$ cat config.mk
export PLATFORM = sky130hd
export DESIGN_NAME = fw_glue_regs
export DESIGN_NICKNAME = d
export VERILOG_FILES = /design/src/rtl/fwg_pkg.sv /design/src/rtl/fwg_decode.sv /design/src/rtl/fwg_irq.sv /design/src/rtl/fwg_console.sv /design/src/rtl/fw_glue_regs.sv
export SDC_FILE = /design/constraint.sdc
export NUM_CORES = 1
export LEC_CHECK = 0
export ABC_AREA = 1
export BUFFER_PORTS_ARGS = -buffer_cell sky130_fd_sc_hd__buf_2
export CORE_ASPECT_RATIO = 0.75
export CORE_MARGIN = 5
export CORE_UTILIZATION = 44
export CTS_CLUSTER_SIZE = 14
export DETAILED_ROUTE_END_ITERATION = 7
export PLACE_DENSITY = 0.76
export SKIP_CTS_REPAIR_TIMING = 1
export SLEW_MARGIN = 20
export SYNTH_ARGS = -nofsm -noshare
export SYNTH_HDL_FRONTEND = slang
export SYNTH_SLANG_ARGS = --single-unit
$ cat constraint.sdc
create_clock -name clk -period 1.2 [get_ports clk]
set_input_delay 0.12 -clock clk [delete_from_list [all_inputs] [get_ports clk]]
set_output_delay 0.12 -clock clk [all_outputs]
set_load 0.1 [all_outputs]
$ cat src/rtl/fwg_pkg.sv
package fwg_pkg;

    localparam int OFF_W = 5;

    localparam logic [OFF_W-1:0] OFF_EXIT      = 5'h00;
    localparam logic [OFF_W-1:0] OFF_CPUID     = 5'h04;
    localparam logic [OFF_W-1:0] OFF_IRQ       = 5'h08;
    localparam logic [OFF_W-1:0] OFF_NCPU      = 5'h0A;
    localparam logic [OFF_W-1:0] OFF_CIN_DATA  = 5'h10;
    localparam logic [OFF_W-1:0] OFF_CIN_STAT  = 5'h14;
    localparam logic [OFF_W-1:0] OFF_COUT_DATA = 5'h18;
    localparam logic [OFF_W-1:0] OFF_COUT_STAT = 5'h1A;

    typedef struct packed {
        logic exit_r;
        logic cpuid;
        logic irq;
        logic ncpu;
        logic cin_data;
        logic cin_stat;
        logic cout_data;
        logic cout_stat;
    } fwg_hit_t;

    typedef struct packed {
        logic [7:0] in_data;
        logic [7:0] in_stat;
        logic [7:0] out_data;
        logic [7:0] out_stat;
        logic       pend;
    } fwg_con_t;

endpackage

$ cat src/rtl/fwg_decode.sv
module fwg_decode
    import fwg_pkg::*;
#(
    parameter int ADDR_W = 16
) (
    input  logic [ADDR_W-1:0] addr,
    output fwg_hit_t          hit
);

    logic [OFF_W-1:0] off;
    logic             unused_hi;

    assign off       = addr[OFF_W-1:0];
    assign unused_hi = ^addr[ADDR_W-1:OFF_W];

    always_comb begin
        hit           = '0;
        hit.exit_r    = (off == OFF_EXIT);
        hit.cpuid     = (off == OFF_CPUID);
        hit.irq       = (off == OFF_IRQ);
        hit.ncpu      = (off == OFF_NCPU);
        hit.cin_data  = (off == OFF_CIN_DATA);
        hit.cin_stat  = (off == OFF_CIN_STAT);
        hit.cout_data = (off == OFF_COUT_DATA);
        hit.cout_stat = (off == OFF_COUT_STAT);
    end

endmodule

$ cat src/rtl/fwg_irq.sv
module fwg_irq #(
    parameter int NUM_CPUS = 4
) (
    input  logic                clk,
    input  logic                rst_n,
    input  logic                wr_en,
    input  logic [7:0]          port,
    input  logic [7:0]          level,
    output logic [NUM_CPUS-1:0] irq_o
);

    logic [NUM_CPUS-1:0] lines_d;
    logic [NUM_CPUS-1:0] lines_q;

    for (genvar i = 0; i < NUM_CPUS; i++) begin : g_line
        always_comb begin
            lines_d[i] = lines_q[i];
            if (wr_en && (port == 8'(i))) begin
                lines_d[i] = (level != 8'd0);
            end
        end

        // a write addressed to this port sets the line to the level's truth
        assert_irq_level_R5: assert property (@(posedge clk) disable iff (!rst_n)
            (wr_en && (port == 8'(i))) |=> (irq_o[i] == ($past(level) != 8'd0)));
    end

    always_ff @(posedge clk or negedge rst_n) begin
        if (!rst_n) begin
            lines_q <= '0;
        end else begin
            lines_q <= lines_d;
        end
    end

    assign irq_o = lines_q;

    // without a write to the interrupt register every line holds
    assert_irq_hold_R5: assert property (@(posedge clk) disable iff (!rst_n)
        !wr_en |=> $stable(irq_o));

endmodule

$ cat src/rtl/fwg_console.sv
module fwg_console
    import fwg_pkg::*;
(
    input  logic       clk,
    input  logic       rst_n,
    input  fwg_hit_t   hit,
    input  logic       rd,
    input  logic       wr,
    input  logic [7:0] wbyte,
    input  logic       cin_valid,
    input  logic [7:0] cin_data,
    output logic       cin_ready,
    output logic       cout_valid,
    output logic [7:0] cout_data,
    input  logic       cout_ready,
    output logic [7:0] in_data_o,
    output logic [7:0] in_stat_o,
    output logic [7:0] out_data_o,
    output logic [7:0] out_stat_o
);

    fwg_con_t s_d;
    fwg_con_t s_q;
    logic     out_open;
    logic     sw_in_touch;

    assign out_open    = !s_q.pend && cout_ready;
    assign sw_in_touch = (wr && (hit.cin_data || hit.cin_stat)) || (rd && hit.cin_data);
    assign cin_ready   = (s_q.in_stat == 8'd0) && !sw_in_touch;

    always_comb begin
        s_d = s_q;
        if (s_q.pend && cout_ready) begin
            s_d.pend = 1'b0;
        end
        if (cin_valid && cin_ready) begin
            s_d.in_data = cin_data;
            s_d.in_stat = 8'd1;
        end
        if (rd && hit.cin_data) begin
            s_d.in_stat = 8'd0;
        end
        if (wr) begin
            if (hit.cin_data) begin
                s_d.in_data = wbyte;
            end
            if (hit.cin_stat) begin
                s_d.in_stat = wbyte;
            end
            if (hit.cout_stat) begin
                s_d.out_stat = wbyte;
            end
            if (hit.cout_data && out_open && (s_q.out_stat != 8'd0)) begin
                s_d.out_data = wbyte;
                s_d.out_stat = 8'd1;
                s_d.pend     = 1'b1;
            end
        end
    end

    always_ff @(posedge clk or negedge rst_n) begin
        if (!rst_n) begin
            s_q          <= '0;
            s_q.out_stat <= 8'd1;
        end else begin
            s_q <= s_d;
        end
    end

    assign cout_valid = s_q.pend;
    assign cout_data  = s_q.out_data;
    assign in_data_o  = s_q.in_data;
    assign in_stat_o  = s_q.in_stat;
    assign out_data_o = s_q.out_data;
    assign out_stat_o = out_open ? s_q.out_stat : 8'd0;

    // a waiting character is held steady until the host takes it
    assert_cout_hold_R8: assert property (@(posedge clk) disable iff (!rst_n)
        (cout_valid && !cout_ready) |=> (cout_valid && $stable(cout_data)));

    // a write to output data while the port is closed leaves the data alone
    assert_cout_ignore_R9: assert property (@(posedge clk) disable iff (!rst_n)
        (wr && hit.cout_data && (!cout_ready || cout_valid)) |=> $stable(cout_data));

    // a handshake on the input port fills the buffer
    assert_cin_capture_R10: assert property (@(posedge clk) disable iff (!rst_n)
        (cin_valid && cin_ready) |=> ((in_stat_o == 8'd1) && (in_data_o == $past(cin_data))));

    // reading input data empties the buffer
    assert_cin_clear_R11: assert property (@(posedge clk) disable iff (!rst_n)
        (rd && hit.cin_data && !wr) |=> (in_stat_o == 8'd0));

endmodule

$ cat src/rtl/fw_glue_regs.sv
module fw_glue_regs
    import fwg_pkg::*;
#(
    parameter int NUM_CPUS = 4,
    parameter int MID_W    = 2,
    parameter int ADDR_W   = 16
) (
    input  logic                clk,
    input  logic                rst_n,
    input  logic [ADDR_W-1:0]   bus_addr,
    input  logic [2:0]          bus_len,
    input  logic [31:0]         bus_wdata,
    input  logic                bus_rd,
    input  logic                bus_wr,
    input  logic [MID_W-1:0]    bus_mid,
    output logic [31:0]         bus_rdata,
    output logic [MID_W-1:0]    bus_rid,
    output logic                halt_pulse,
    output logic [7:0]          exit_code,
    output logic [NUM_CPUS-1:0] irq_lines,
    input  logic                cin_valid,
    input  logic [7:0]          cin_data,
    output logic                cin_ready,
    output logic                cout_valid,
    output logic [7:0]          cout_data,
    input  logic                cout_ready
);

    localparam logic [7:0] CPU_COUNT = 8'(NUM_CPUS);

    typedef struct packed {
        logic             halt;
        logic [7:0]       exit_code;
        logic [7:0]       rdata;
        logic [MID_W-1:0] rid;
    } top_t;

    fwg_hit_t   hit;
    top_t       s_d;
    top_t       s_q;
    logic [7:0] irq_level;
    logic [7:0] rd_byte;
    logic [7:0] in_data_v;
    logic [7:0] in_stat_v;
    logic [7:0] out_data_v;
    logic [7:0] out_stat_v;
    logic       unused_wdata;

    assign unused_wdata = ^bus_wdata[31:16];

    fwg_decode #(.ADDR_W(ADDR_W)) u_dec (
        .addr (bus_addr),
        .hit  (hit)
    );

    assign irq_level = (bus_len > 3'd1) ? bus_wdata[15:8] : 8'd0;

    fwg_irq #(.NUM_CPUS(NUM_CPUS)) u_irq (
        .clk   (clk),
        .rst_n (rst_n),
        .wr_en (bus_wr && hit.irq),
        .port  (bus_wdata[7:0]),
        .level (irq_level),
        .irq_o (irq_lines)
    );

    fwg_console u_con (
        .clk        (clk),
        .rst_n      (rst_n),
        .hit        (hit),
        .rd         (bus_rd),
        .wr         (bus_wr),
        .wbyte      (bus_wdata[7:0]),
        .cin_valid  (cin_valid),
        .cin_data   (cin_data),
        .cin_ready  (cin_ready),
        .cout_valid (cout_valid),
        .cout_data  (cout_data),
        .cout_ready (cout_ready),
        .in_data_o  (in_data_v),
        .in_stat_o  (in_stat_v),
        .out_data_o (out_data_v),
        .out_stat_o (out_stat_v)
    );

    always_comb begin
        unique case (1'b1)
            hit.cpuid:     rd_byte = 8'(bus_mid);
            hit.ncpu:      rd_byte = CPU_COUNT;
            hit.cin_data:  rd_byte = in_data_v;
            hit.cin_stat:  rd_byte = in_stat_v;
            hit.cout_data: rd_byte = out_data_v;
            hit.cout_stat: rd_byte = out_stat_v;
            default:       rd_byte = 8'd0;
        endcase
    end

    always_comb begin
        s_d      = s_q;
        s_d.halt = bus_wr && hit.exit_r;
        if (bus_wr && hit.exit_r) begin
            s_d.exit_code = bus_wdata[7:0];
        end
        if (bus_rd) begin
            s_d.rdata = rd_byte;
            s_d.rid   = bus_mid;
        end
    end

    always_ff @(posedge clk or negedge rst_n) begin
        if (!rst_n) begin
            s_q <= '0;
        end else begin
            s_q <= s_d;
        end
    end

    assign bus_rdata  = {24'd0, s_q.rdata};
    assign bus_rid    = s_q.rid;
    assign halt_pulse = s_q.halt;
    assign exit_code  = s_q.exit_code;

    // exit write gives a halt pulse carrying byte 0
    assert_exit_pulse_R2: assert property (@(posedge clk) disable iff (!rst_n)
        (bus_wr && hit.exit_r) |=> (halt_pulse && (exit_code == $past(bus_wdata[7:0]))));

    // no pulse without an exit write
    assert_no_halt_R2: assert property (@(posedge clk) disable iff (!rst_n)
        !(bus_wr && hit.exit_r) |=> !halt_pulse);

    // read response carries the requester's ID
    assert_rid_R3: assert property (@(posedge clk) disable iff (!rst_n)
        bus_rd |=> (bus_rid == $past(bus_mid)));

    // count read returns the processor count
    assert_count_R4: assert property (@(posedge clk) disable iff (!rst_n)
        (bus_rd && hit.ncpu) |=> (bus_rdata == 32'(NUM_CPUS)));

    // unmapped reads return zero
    assert_unmapped_R6: assert property (@(posedge clk) disable iff (!rst_n)
        (bus_rd && (hit == '0)) |=> (bus_rdata == 32'd0));

    // read data holds between reads
    assert_rdata_hold_R6: assert property (@(posedge clk) disable iff (!rst_n)
        !bus_rd |=> $stable(bus_rdata));

endmodule

# Word-level counts from Yosys, hierarchy flattened
# Cells that the tools add are included.
dict set report word_totals {
  inputBits 67
  elab_cells 61
  ff_bits 56
}
dict set report classes {
  reduce_logical 26
  mux 11
  magnitude_cmp 1
  n_eq_ne 10
}
# operator count
set op_table {}
lappend op_table {{8-bit two-way mux} 6}
lappend op_table {{8-bit case mux with 6 select lines} 1}
lappend op_table {{33-bit two-way mux} 1}
lappend op_table {{5-bit equality test (second input constant)} 4}
lappend op_table {{17-bit two-way mux} 1}
lappend op_table {{8-bit by 2-bit equality test with 1-bit output (second input constant)} 2}
lappend op_table {{8-bit zero test} 2}
lappend op_table {{16-bit two-way mux} 1}
lappend op_table {{8-bit nonzero test} 2}
lappend op_table {{1-bit logical AND} 14}
lappend op_table {{5-bit by 4-bit equality test with 1-bit output (second input constant)} 2}
lappend op_table {{8-bit by 1-bit equality test with 1-bit output (second input constant)} 1}
lappend op_table {{5-bit by 3-bit equality test with 1-bit output (second input constant)} 1}
lappend op_table {{5-bit zero test} 1}
lappend op_table {{2-bit AND reduction} 2}
lappend op_table {{3-bit by 1-bit > comparator with 1-bit output (second input constant)} 1}
lappend op_table {{1-bit zero test} 2}
lappend op_table {{1-bit logical OR} 2}
lappend op_table {{2-bit nonzero test} 1}
lappend op_table {{1-bit two-way mux} 1}

# Depth between registers and ports, before layout
# Gate-level depths: netlist (run 1).
dict set report logic_depth {
  depth_word 11
  mapped_depth 10
  mapped_depth_nobuf 10
}

# Hierarchy
# Synthesis (run 1) repeated with hierarchy kept, for this count alone.
dict set report hier_totals {
  cells_unflattened 488
  hier_area_um2 3498.4
}
# module cells_each instances area_per_inst_um2 seq_area_each_um2
set modules_own_cells {}
lappend modules_own_cells {fwg_console 238 1 1871.8 827.0}
lappend modules_own_cells {fw_glue_regs 172 1 1226.2 475.5}
lappend modules_own_cells {fwg_irq 57 1 316.6 100.1}
lappend modules_own_cells {fwg_decode 21 1 83.8 0.0}

# Worst setup path before layout (run 1)
# No wires, ideal clock.
dict set report synth_path {
  path_kind {register to register}
  start {reg u_con.s_q, in the netlist u_con.in_stat_o[6]}
  end {reg u_con.s_q, in the netlist u_con.in_data_o[4]}
  t_arrival_ns 1.695
  setup_slack_ns -0.608
  stages_incl_launch_ff 11
  cell_sequence {dfrtp_1 nor2_1 nand2_1 nor2_1 nand2_2 nor2_4 nand2_4 nand2_1 nand3_1 nand2_1 inv_1}
}
# element line_no
set synth_rtl {}
lappend synth_rtl {{start, declared} fwg_console.sv:23} ;# fwg_con_t s_q;

# Worst setup path in the final report (run 1)
dict set report layout_path {
  start {reg u_con.s_q, in the netlist u_con.in_stat_o[0]}
  end {out cin_ready}
}
dict set report layout_via {
  elab_chain_len 2
}
# element line_no
set layout_rtl {}
lappend layout_rtl {{8-bit zero test} fwg_console.sv:29} ;# assign cin_ready = (s_q.in_stat == 8'd0) && !sw_in_touch;
lappend layout_rtl {{1-bit logical AND} fwg_console.sv:29}
lappend layout_rtl {{end, declared} fw_glue_regs.sv:23} ;# output logic cin_ready,
# No other way between the ends.

==> results of run 1 <==
## synth_stat cells
library cell and number:
a21oi_1 4, buf_1 2, buf_2 1, buf_4 33, buf_6 3, clkbuf_1 3, conb_1 1, dfrtp_1 55
dfstp_2 1, inv_1 34, inv_2 1, nand2_1 88, nand2_2 2, nand2_4 1, nand3_1 42, nand3_2 2
nand3_4 1, nand4_1 6, nand4_2 1, nand4_4 2, nor2_1 19, nor2_2 4, nor2_4 3, nor3_1 4
nor4_1 4, o2111ai_1 5, o211ai_1 2, o21a_1 4, o21ai_0 24, o21ai_1 5, o21ai_2 7
## sequential cells by signal, summed over array words and instances, names as in the netlist
register / count
u_con.in_stat_o: 8
exit_code: 8
halt_pulse: 1
u_irq.irq_o: 4
u_con.cout_valid: 1
u_con.in_data_o: 8
u_con.cout_data: 8
bus_rid: 2
u_con.s_q: 8
bus_rdata: 8
## power breakdown
part           internal, uW  switching [uW]  leakage, uW
sequential             2240             308     0.000725
combinational          1100            1960      0.00149
clock                   821             602    0.0000642
## cells in the final DEF (no fill, tap or decap), types with 2 or more instances in the layout
cell / instances
nand2_1: 78
dfrtp_1: 54
buf_4: 42
buf_2: 38
buf_12: 37
inv_1: 32
nand3_1: 32
conb_1: 24
o21ai_0: 19
nor2_1: 17
nand3_2: 12
o21ai_2: 11
nand2_2: 7
nand4_1: 6
o21ai_1: 6
nor2_4: 5
nand2_4: 5
o2111ai_2: 5
clkbuf_8: 5
nor2_2: 4
nor3_1: 4
o21a_1: 4
a21oi_1: 4
buf_6: 4
nand4_4: 2
o211ai_1: 2
nor4_1: 2
bufinv_16: 2
clkbuf_16: 2
## kinds of logic after synthesis
logic type / Yosys count / synth area share
compound gates: 51 / 0.1041
buf+inv: 77 / 0.1442
flops: 56 / 0.4632
other cells: 1 / 0.001238
simple gates: 179 / 0.2872
## worst min-delay path by stage
stage | from | end | slack [ns] | cells past startpoint
after floorplan | rst_n | bus_rdata[0] | -0.18 | 0
after global placement | rst_n | u_con.cout_data[0] | 0.04 | 1
after detailed placement | rst_n | u_con.cout_data[1] | 0.05 | 1
after CTS | rst_n | u_con.cout_data[1] | -0.29 | 1
after global routing | bus_mid[1] | bus_rid[1] | 0.04 | 3
final | bus_mid[1] | bus_rid[1] | 0.03 | 3
## through the flow
stage               setup slack [ns]  cells
global placement             -0.1848    544
detailed placement           -0.2379    544
floorplan                    -0.5791    387
CTS                          -0.5649    551
global route                 -0.5457    561
finish                       -0.4238    561
## worst max-delay path, cell delays in order, from the launching register on
cell and delay, ns:
dfrtp_1 0.39, nor2_1 0.10, nand2_1 0.09, nor2_2 0.12, nand2_2 0.07, nor2_4 0.15, buf_6 0.12, buf_12 0.16
## layout make-up
type,count,area [um^2],share of cell area
multi-input cells,254,1466,0.3183
flip-flops and latches,56,1406,0.3053
clock buffers,5,68.82,0.01494
well taps,84,105.1,0.02281
clock inverters,2,60.06,0.01304
inverters,35,141.4,0.03069
repair buffers,125,1359,0.2949
## metal layers
metal | vias up | track usage
li1 | 1363 | -
met1 | 1333 | 0.2592
met2 | 121 | 0.3212
met3 | 11 | 0.06206
met4 | 0 | 0.04528
met5 | - | 0
==> flow_summary.yaml, run 1 <==
synthesis:
  syn_area_um2: 3028
  synth_cells: 364
  synth_top_area_frac: 0.4545
  yosysSeqAreaShare: 0.4632
  ys_warn_count: 0
  synth_seq_cells: 56
  ys_top_cells_by_area: "dfrtp_1, nand2_1, buf_4"
  synth_cell_types: 31
  synth_top_cell_by_area: "dfrtp_1"
  avgSynthCellArea_um2: 8.318
power_and_ir_drop:
  p_leak_uw: 0.002279
  power_uw: 7030
  ir_worst_vdd_uv: 1061
  cellPowerDensity_nw_per_um2: 1526
finish:
  fin_util: 0.6808
  stdcell_area_um2: 4607
  layout-drive-gt1-share: 0.4025
  diodes: 0
  n_fill_cell: 522
  area_growth_pct: 52.15
  nets: 544
global_route:
  grt_pass1_vias: 2807
  grt_first_pass_wirelength_um: 13580
  grt_start_max_net_pins: 43
  grt_usage: 0.1970
  antenna_found_initial: 0
  grt_overflow: 0
routing:
  drc: 0
  post_drt_wl_per_cell_um: 15.60
  vias: 2828
  wl_met1_um: 3796
  routed_wl_um: 8750
  viasPerCell: 5.041
  highest_layer: "met4"
  ant_nets: 0
  wl_met3_um: 800
  dr.first_iter.drc_count: 208
  met2WireLength_um: 4052
  firstDrtPassIters: 4
hold_path:
  hold_class: "primary input to flop"
clock_network:
  cts_tree: "done"
  clock_latency_ns: 0.31
  clock_path_buffers: 2
  cts_htree_levels: 2
  cts_buffers: 5
  cts.clk_slew.worst_paths_ns: 0.09
  root_buffer: "clkbuf_8"
  clkSinkCount: 56
timing:
  fmax_mhz: 615.8
  final-setup-viol-count: 28
  clock_skew_ns: 0.006837
  holdWs_ns: 0.03466
  maxSlewViolCount: 0
  setup_tns_ns: -5.486
  fin_crit_sh: 1.353
  fin_ws_ns: -0.4238
  rsz0062_at_grt: "true"
  finalCriticalPeriod_ns: 1.624
  hold_viol: 0
die:
  die_x_um: 105.8
  die_area_um2: 8658
  num_rows: 26
  initial_core_util: 0.4475
  die_y_um: 81.84
  io_pins: 124
  coreArea_um2: 6766
setup_path:
  critPathCapture: "cin_ready"
  critPathMaxFanout: 4
  crit_path_start: "u_con.in_stat_o[0]"
  crit_path_end_kind: "output pin"
  timing.rr.start: "u_con.in_stat_o[0]"
  critPathArrivalTime_ns: 1.50
  cp_data_required_time_ns: 1.08
  reg2regPathDepth: 11
  regToRegSetupSlack_ns: -0.32
  cp-start-kind: "flop"
  r2r_end: "u_con.in_data_o[1]"
  path_class: "flop to output pin"
place:
  port_buffers: 71
  hpwl_um: 6419
  placed_cell_area_um2: 4214
  gp_congestion: 0.9320
job:
  drv_cap: 0
status:
  violations: "setup timing"
  status: "finished with violations"
(Power assumes the default switching activity.)
==> inputs of run 2 (changes only) <==
- SETUP_SLACK_MARGIN: default -> 0.4
==> run 2 against run 1 <==
The run still ends with setup timing left. Via count increased by 3.4%. Clock skew up 0.0048 ns. Combinational power grew 6%. Count of clock-buffer cells in the layout did not move. Sequential share of layout area down 0.54 points. Wire length grew 6.7%. Critical path type unchanged. Highest routed layer unchanged.
==> flow_summary.yaml, run 2 (synthesis results as in run 1) <==
finish:
  fin_util: 0.7245
  final_common_cell: "nand2_1"
  area_growth_pct: 61.90
  stdcell_count: 571
  final_cell_mix: "nand2_1, buf_4, buf_12"
  layout-drive-gt1-share: 0.5133
  nets: 553
  diodes: 0
  n_fill_cell: 469
routing:
  ant_nets: 0
  post_drt_wl_per_cell_um: 16.34
  drc: 0
  routed_wl_um: 9332
  vias: 2923
  dr.first_iter.drc_count: 163
  firstDrtPassIters: 4
  viasPerCell: 5.119
status:
  violations: "setup timing"
  status: "finished with violations"
setup_path:
  timing.rr.start: "u_con.in_stat_o[0]"
  critPathMaxFanout: 7
  reg2regPathDepth: 12
  cp-start-kind: "flop"
  regToRegSetupSlack_ns: -0.48
  crit_path_start: "u_con.in_stat_o[0]"
  critPathArrivalTime_ns: 1.60
  cp_data_required_time_ns: 1.08
  crit_path_end_kind: "output pin"
  cp_slowest_cell: "dfrtp_1"
  path_class: "flop to output pin"
  path_cells: "nor2_2, nand2_2, nor2_4, nand2_2, nor2_4, buf_6, buf_12"
  critPathCapture: "cin_ready"
  r2r_end: "u_con.in_data_o[2]"
  slowest_delay_ns: 0.40
power_and_ir_drop:
  cellPowerDensity_nw_per_um2: 1441
  p_leak_uw: 0.002336
  power_uw: 7063
  ir_worst_vdd_uv: 957.6
clock_network:
  root_buffer: "clkbuf_8"
  clkSinkCount: 56
  cts.clk_slew.worst_paths_ns: 0.10
  clock_path_buffers: 2
  clock_latency_ns: 0.31
  cts_buffers: 5
  cts_htree_levels: 2
  cts_tree: "done"
die:
  coreArea_um2: 6766
  num_rows: 26
  initial_core_util: 0.4475
  die_area_um2: 8658
  die_y_um: 81.84
  die_x_um: 105.8
  io_pins: 124
hold_path:
  hold_class: "primary input to flop"
  hold_depth: 2
job:
  drv_cap: 0
place:
  dp_slack_ns: -0.2018
  port_buffers: 71
  hpwl_um: 6687
  dp.cells: 547
  gp_congestion: 0.8991
global_route:
  grtUsageMet1: 0.2723
  grt_first_pass_wirelength_um: 13480
  grt_usage: 0.1994
  grtUsageMet2: 0.3244
  grt_start_max_net_pins: 57
  grt_overflow: 0
  use_met3: 0.05656
  antenna_found_initial: 0
  grt_pass1_vias: 2730
  top_usage_layer: "met2"
timing:
  clock_skew_ns: 0.01165
  fin_crit_sh: 1.433
  rsz0062_at_grt: "true"
  final-setup-viol-count: 32
  fmax_mhz: 581.4
  hold_viol: 0
  maxSlewViolCount: 0
  finalCriticalPeriod_ns: 1.720
  fin_ws_ns: -0.5201
  holdWs_ns: 0.01100
## run 2: final cells by class
class,count,area (um^2),share of cell area
flip-flops and latches,56,1470,0.2999
repair buffers,133,1476,0.3012
clock inverters,3,42.54,0.008678
well taps,84,105.1,0.02144
inverters,35,141.4,0.02884
clock buffers,5,68.82,0.01404
multi-input cells,255,1598,0.3259
## run 2: per-layer routing
metal | vias up | routed length (um)
met4 | 0 | 162
met1 | 1386 | 4103
li1 | 1392 | -
met3 | 15 | 734
met5 | - | 0
met2 | 130 | 4332
## run 2: critical path: cells and delay by family, from the launching register on
family | cells | cell delay [ns]
AND/OR/NAND/NOR | 5 | 0.60
flip-flops | 1 | 0.40
buffers and inverters | 2 | 0.29
## run 2: power by group
part           leakage [uW]  switching, uW  total (uW)  internal, uW
clock network     0.0000541            615        1230           618
logic               0.00160           2080        3250          1170
registers          0.000678            295        2580          2280
## run 2: stage by stage
stage / setup TNS [ns] / area, um^2
after floorplan: -7.845 / 3359
after global placement: -3.812 / 4418
after detailed placement: -5.058 / 4418
after CTS: -5.484 / 4529
after global routing: -9.895 / 4902
final: -6.899 / 4902
## run 2: how the worst min path moves through the flow
stage | from | to | slack, ns
6_report | cout_ready | u_con.cout_valid | 0.01
5_1_grt | cout_ready | u_con.cout_valid | 0.002
4_1_cts | rst_n | bus_rdata[4] | -0.20
3_5_place_dp | rst_n | bus_rdata[4] | 0.14
3_3_place_gp | rst_n | bus_rdata[1] | 0.14
2_1_floorplan | rst_n | bus_rdata[0] | -0.18
==> inputs of run 3 (changes only) <==
- REMOVE_ABC_BUFFERS: default -> 1
==> run 3 against run 2 <==
The run still ends with setup timing left. Hold slack better by 0.0019 ns. First-iteration DRC count up 50%. Maximum frequency down 1.8%. Global-route usage down 1.3 points.
==> flow_summary.yaml, run 3 (synthesis results as in run 1) <==
clock_network:
  cts.clk_slew.worst_paths_ns: 0.09
  clkSinkCount: 56
  clock_latency_ns: 0.31
  root_buffer: "clkbuf_8"
  cts_tree: "done"
  cts_buffers: 5
  cts_htree_levels: 2
  clock_path_buffers: 2
setup_path:
  critPathArrivalTime_ns: 1.63
  cp_data_required_time_ns: 1.08
  cp-start-kind: "flop"
  path_class: "flop to output pin"
  crit_path_end_kind: "output pin"
  critPathMaxFanout: 5
routing:
  viasPerCell: 5.334
  ant_nets: 0
  firstDrtPassIters: 5
  post_drt_wl_per_cell_um: 16.57
  vias: 3094
  highest_layer: "met4"
  dr.first_iter.drc_count: 245
  routed_wl_um: 9608
  met2WireLength_um: 4443
  wl_met3_um: 948
  wl_met1_um: 3975
  drc: 0
timing:
  fin_crit_sh: 1.459
  maxSlewViolCount: 0
  final-setup-viol-count: 27
  relSlewSlack: 0.5895
  clock_skew_ns: 0.004875
  hold_viol: 0
  fmax_mhz: 571.1
  rsz0062_at_grt: "true"
  setup_tns_ns: -7.338
  finalCriticalPeriod_ns: 1.751
  fin_ws_ns: -0.5510
  tightest_slew_ns: 0.6151
place:
  hpwl_um: 6241
  gp_congestion: 0.9024
  dp_slack_ns: -0.2782
  port_buffers: 71
die:
  die_x_um: 105.8
  initial_core_util: 0.4475
  num_rows: 26
  die_y_um: 81.84
  die_area_um2: 8658
  io_pins: 124
  coreArea_um2: 6766
power_and_ir_drop:
  p_comb_frac: 0.475
  p_int_uw: 3884
  switchingPower_uw: 2995
  ir_worst_vdd_uv: 1151
  p_leak_uw: 0.002326
  sw_frac_of_total: 0.4354
  p_clk_frac: 0.156
  seqPwrFrac: 0.369
  cellPowerDensity_nw_per_um2: 1440
finish:
  nets: 562
  final_cell_mix: "nand2_1, buf_4, dfrtp_1"
  diodes: 0
  final_common_cell: "nand2_1"
  layout-drive-gt1-share: 0.4375
  area_growth_pct: 57.73
  n_fill_cell: 493
status:
  violations: "setup timing"
  status: "finished with violations"
job:
  drv_cap: 0
global_route:
  grt_first_pass_wirelength_um: 12920
  grt_pass1_vias: 2659
  grt_start_max_net_pins: 57
  antenna_found_initial: 0
  grt_overflow: 0
  grt_usage: 0.1863
hold_path:
  hold_class: "primary input to flop"
-- run 3: cell type report --
type,count,area (um^2),share of cell area
multi-input combinational,257,1617,0.3385
tap,84,105.1,0.02201
clock buffer,8,90.09,0.01886
inverter,35,138.9,0.02908
timing repair buffer,140,1418,0.2968
sequential,56,1408,0.2947
-- run 3: worst paths after layout --
kind / startpoint / endpoint / slack (ns) / cells past startpoint
worst min register to register: exit_code[0] / exit_code[0] / 0.56 / 2
worst min-delay path: cout_ready / u_con.cout_valid / 0.01 / 2
worst max-delay path: u_con.in_stat_o[4] / cin_ready / -0.55 / 7
min in group asynchronous: rst_n / bus_rdata[1] / 0.33 / 3
worst max register to register: u_con.in_stat_o[4] / u_con.in_data_o[7] / -0.44 / 10
max in group asynchronous: rst_n / u_con.s_q[1] / 0.55 / 3
-- run 3: routing by layer --
layer	up-vias	global-route usage
li1	1412	-
met1	1469	0.2678
met2	181	0.2958
met3	32	0.03849
met4	0	0.03364
met5	-	0
-- run 3: power groups by stage --
stage               clock, uW  combinational, uW  sequential (uW)
floorplan                   0               1010             3230
global placement            0               2810             2520
detailed placement          0               2870             2530
CTS                      1080               2870             2500
global route             1190               3440             2570
finish                   1070               3270             2540
-- run 3: per-stage QoR --
stage,cells,instance area (um^2),hold WS [ns],utilization,power [uW]
after floorplan,345,2809,-0.1756,-,4237
after global placement,547,4130,0.1399,0.6104,5334
after detailed placement,547,4130,0.1472,0.6104,5397
after CTS,555,4220,-0.1812,0.6237,6450
after global routing,580,4776,0.01043,0.7058,7203
final,580,4776,0.01291,0.7058,6879
-- run 3: critical path, stage by stage (launching register included) --
cell     delay [ns]
dfrtp_1        0.40
nor2_1         0.17
nand2_1        0.11
nor2_2         0.12
nand2_2        0.08
nor2_4         0.16
buf_6          0.13
buf_12         0.16
